<file path="src/rtl/scsi_byte_parity.sv">
module scsi_byte_parity #(
  parameter int W = 8
) (
  input  logic         clk,
  input  logic         rst_n,
  input  logic         cfg_invert_sense,
  input  logic         cfg_check_en,
  input  logic         cfg_irq_on_err,
  input  logic         inject_req,
  input  logic         err_clr,
  input  logic         tx_valid,
  input  logic [W-1:0] tx_data,
  output logic         tx_par,
  input  logic         rx_valid,
  input  logic [W-1:0] rx_data,
  input  logic         rx_par,
  output logic         parity_err,
  output logic         irq_req
);

  logic inject_armed;
  logic rx_expect;
  logic rx_bad;

  assign tx_par    = ~(^tx_data) ^ cfg_invert_sense ^ inject_armed;
  assign rx_expect = ~(^rx_data) ^ cfg_invert_sense;
  assign rx_bad    = rx_valid & cfg_check_en & (rx_par ^ rx_expect);

  always_ff @(posedge clk or negedge rst_n) begin
    if (!rst_n) begin
      inject_armed <= 1'b0;
      parity_err   <= 1'b0;
      irq_req      <= 1'b0;
    end else begin
      inject_armed <= inject_req | (inject_armed & ~tx_valid);
      parity_err   <= rx_bad | (parity_err & ~err_clr);
      irq_req      <= (rx_bad & cfg_irq_on_err) | (irq_req & ~err_clr);
    end
  end

endmodule


</file>
<file path="config.mk">
export PLATFORM = sky130hd
export DESIGN_NAME = scsi_byte_parity
export DESIGN_NICKNAME = d
export VERILOG_FILES = /design/src/rtl/scsi_byte_parity.sv
export SDC_FILE = /design/constraint.sdc
export NUM_CORES = 1
export LEC_CHECK = 0
export CORE_AREA = 2 2 39 41
export CTS_CLUSTER_SIZE = 20
export DETAILED_ROUTE_END_ITERATION = 16
export DIE_AREA = 0 0 41 43
export GPL_ROUTABILITY_DRIVEN = 0
export PLACE_DENSITY_LB_ADDON = 0.2
export SLEW_MARGIN = 0
export SYNTH_ARGS = -nofsm -noshare
export SYNTH_HDL_FRONTEND = slang
export SYNTH_SLANG_ARGS = --single-unit
</file>
<file path="constraint.sdc">
create_clock -name clk -period 2.3 [get_ports clk]
set_input_delay 0.23 -clock clk [delete_from_list [all_inputs] [get_ports clk]]
set_output_delay 0.23 -clock clk [all_outputs]
set_load 0.005 [all_outputs]
</file>
; After elaboration in Yosys (flattened, before gate mapping)
; Index checks and enable logic that the tools add are counted.
[word_totals]
regBits = 3
input_bits = 26
out_inout_bits = 3
word_cells = 22
[op_classes]
n_bitwise = 17
n_reduce_logical = 2
[ops]
columns = op, count
row1 = $reduce_xor A8 Y1, 2
row2 = $and A1 B1 Y1, 6
row3 = $not A1 Y1, 4
row4 = $xor A1 B1 Y1, 4
row5 = $or A1 B1 Y1, 3

; Depth between registers and ports, before layout
[logic_depth]
word_depth = 7
ltp_mapped = 4

; Worst setup path after synthesis
; Ideal clock, no wire load.
[synth_path]
kind = reg2out
from = register inject_armed
to = output tx_par
arrival_ns = 0.966
setup_slack_ns = 1.104
path_stages_with_launch = 5
path_buffers = 0
path_cell_list = dfrtp_1 -> xnor2_1 -> xnor2_1 -> xnor2_1 -> xnor2_1
[synth_between]
elab_chain_cells = 1
[synth_rtl]
columns = item, line
row1 = start: declaration, 21  ; logic inject_armed;
row2 = start signal: assignment, 35  ; inject_armed <= inject_req | (inject_armed & ~tx_valid);
row3 = $xor A1 B1 Y1, 25  ; assign tx_par = ~(^tx_data) ^ cfg_invert_sense ^ inject_armed;
row4 = end: declaration, 13  ; output logic tx_par,
; No other way between the ends.

; Worst setup path after layout
[layout_path]
from = input tx_data[6]
to = output tx_par
[layout_between]
elab_chain_cells = 4
[layout_rtl]
columns = item, line
row1 = start: declaration, 12  ; input logic [W-1:0] tx_data,
row2 = $reduce_xor A8 Y1, 25
row3 = $not A1 Y1, 25
row4 = $xor A1 B1 Y1 (2 in a row), 25
; No other way between the ends.

==> results by group <==
Status
  – Outcome: finished clean

Pwr
  – Peak supply drop: about 0.30 mV
  – Pleak: about 0.00023 uW
  – Power Dens Cells: 522 mW/mm^2

Critical path
  – Crit. End Element: primary output
  – R2r endpoint: inject_armed
  – Startpoint Class: primary input
  – Worst R2R Start: inject_armed
  – Kind of critical path: in -> out
  – Data required time of the worst path: 2.07 ns
  – R2r setup slk: roughly 1.7 ns
  – Arrival time worst endpoint: 1.79 ns
  – Critical Path Fanout Max: 1
  – Reg2Reg Depth: 1

STA
  – Setup total negative slack: 0 ns
  – Clk_skew: 0 ns
  – Final hold vios: 0
  – RSZ-0062 raised after global routing: false
  – Slew HR: 0.860
  – Pins Over Slew Limit: 0
  – Final setup viols: 0
  – Tcrit/Tclk final: 0.877
  – Slew @ Worst Pin: about 0.21 ns
  – Minimum clock period: ~2.0 ns
  – Peak Freq: between 400 and 500 MHz

GRT
  – Gr ovfl total: 0
  – All-Layer GR Usage: 0.0926
  – Vias in the first global route: between 200 and 300
  – Number of antenna violations at the first check in global routing: 0
  – First-pass GRT wire length: about 1000 um
  – Largest net degree at the start of global routing: 4

Clocking
  – Hold Buf Count CTS: 0
  – Clk sinks: 3
  – H-tree levels: 1
  – Worst-path clk slew: ~0.040 ns
  – PostCTS Resize Cnt: 0
  – CTS tree: done
  – Clk_lat worst skew: ~0.24 ns
  – CTS Buf Count: 3
  – Post-CTS Repair Setup Buffers: 0
  – CTS Buffer Depth: 2
  – Clk Tree Root Cell: clkbuf_4

Placed design
  – Buffers added on ports: 28
  – DP HPWL: between 500 and 600 um

Drt
  – ANT nets after route: 0
  – First-pass DRT Iterations: 2
  – Max Used Layer: met3
  – Final wirelength: approximately 580 um
  – Initial DRC Count: 3
  – Metal3 WL: approximately 80 um
  – Vias: just under 300
  – M1 wire length: 188 um
  – Wire length per cell: roughly 7.6 um
  – DR DRC count: 0
  – Met2 wire length: a little over 300 um
  – Vias per inst: roughly 3.8

Synth
  – EDFF count, synth: 0
  – Mapped Nets: 54
  – Share of the yosys chip area belonging to registers: 0.270
  – Most numerous cell in the Yosys netlist: xnor2_1
  – Post-Syn Area: 278 sq um
  – Avg Cell Area, Syn: between 9 and 10 sq um
  – Synth Warn #: 0
  – Synth top area cells: xnor2_1 50%, dfrtp_1 27%, xnor3_1 8.1%
  – Synth cell count leaders: 16 x xnor2_1, 3 x dfrtp_1, 3 x inv_1, 2 x o22ai_1
  – Area leader, netlist: xnor2_1
  – Top_reg_cell synth: dfrtp_1
  – Synth top area share: 0.505
  – FF+latch count, synth: 3
  – Async set-or-reset flop fraction in the synthesized netlist: 1.00
  – Syn Inst Count: 28
  – Synth unique cells: 8

Floorplanning
  – Initial Util: 0.201
  – FP Rows: 14
  – Chip Height: 43 um
  – Core ar.: approximately 0.0014 sq mm
  – I/O pins: 29
  – Die W: around 41 um
  – Die area: approximately 0.0018 sq mm

Finish
  – Final core utilization: 0.437
  – Layout area overhead: 118%
  – Final-layout fill cell count: 140
  – Fraction of layout cells with a size suffix above 1: 0.0500
  – Fin nets: between 80 and 90
  – N_diodes: 0

Worst hold path
  – Hold Crit Class: in -> async

Job
  – Max Cap Viol: 0
==> report_power, final <==
group / internal, uW / switching [uW] / total [uW] / leakage (uW)
Combinational: 111 / 44.9 / 156 / 0.000178
Sequential: 61.6 / 4.25 / 65.8 / 0.0000372
Clock: 65.1 / 28.5 / 93.6 / 0.0000150
==> worst max path at each step <==
| stage | cells past startpoint | startpoint | slack, ns | to |
|---|---|---|---|---|
| final | 6 | tx_data[6] | 0.28 | tx_par |
| after floorplan | 4 | inject_armed | 1.10 | tx_par |
| after CTS | 6 | tx_data[6] | 0.26 | tx_par |
| after global placement | 6 | tx_data[6] | 0.26 | tx_par |
| after detailed placement | 6 | tx_data[6] | 0.27 | tx_par |
| after global routing | 6 | tx_data[4] | 0.17 | tx_par |
==> metal layers <==
| layer | GRT usage | vias up |
|---|---|---|
| li1 | - | 152 |
| met1 | 0.0841 | 124 |
| met5 | 0 | - |
| met4 | 0.0600 | 0 |
| met3 | 0.0785 | 0 |
| met2 | 0.131 | 15 |
==> logic make-up (layout without fill, tap and decap cells) <==
group,count (synthesis),in the layout,synth area share
compound gates,3,3,0.0721
simple gates,2,2,0.0315
xor+xnor,17,17,0.586
flops,3,3,0.270
buf+inv,3,35,0.0405
==> sequential cells by signal (all words and copies together), names as in the netlist <==
| register | count |
|---|---|
| parity_err | 1 |
| irq_req | 1 |
| inject_armed | 1 |
==> through the flow <==
step	hold WS, ns	setup WS [ns]	area (sq um)	total power, uW	instances
2_1_floorplan	-0.0656	1.10	278	140	28
3_3_place_gp	0.430	0.263	578	224	72
3_5_place_dp	0.430	0.268	578	225	72
4_1_cts	0.177	0.259	604	323	76
5_1_grt	0.189	0.170	604	339	76
6_report	0.179	0.284	604	315	76
==> final cells by class <==
class,count,area (sq um),share of cell area
tap,16,20.0,0.0331
sequential,3,75.1,0.124
multi-input combinational,22,191,0.317
inverter,3,11.3,0.0186
clock buffer,4,26.3,0.0435
timing repair buffer,28,280,0.464
==> layout by cell type, fill, tap and decap left out <==
| cell | n |
|---|---|
| clkbuf_4 | 3 |
| dfrtp_1 | 3 |
| a21o_1 | 1 |
| nand3_1 | 1 |
| nand2_1 | 1 |
| inv_1 | 3 |
| clkbuf_1 | 1 |
| xnor2_1 | 16 |
| o22ai_1 | 2 |
| xnor3_1 | 1 |
| clkdlybuf4s50_1 | 28 |
==> critical path, cell delays in order <==
cell             delay [ns]
clkdlybuf4s50_1        0.41
xnor2_1                0.20
xnor2_1                0.15
xnor2_1                0.15
xnor2_1                0.13
clkdlybuf4s50_1        0.51
(Power assumes the default switching activity.)
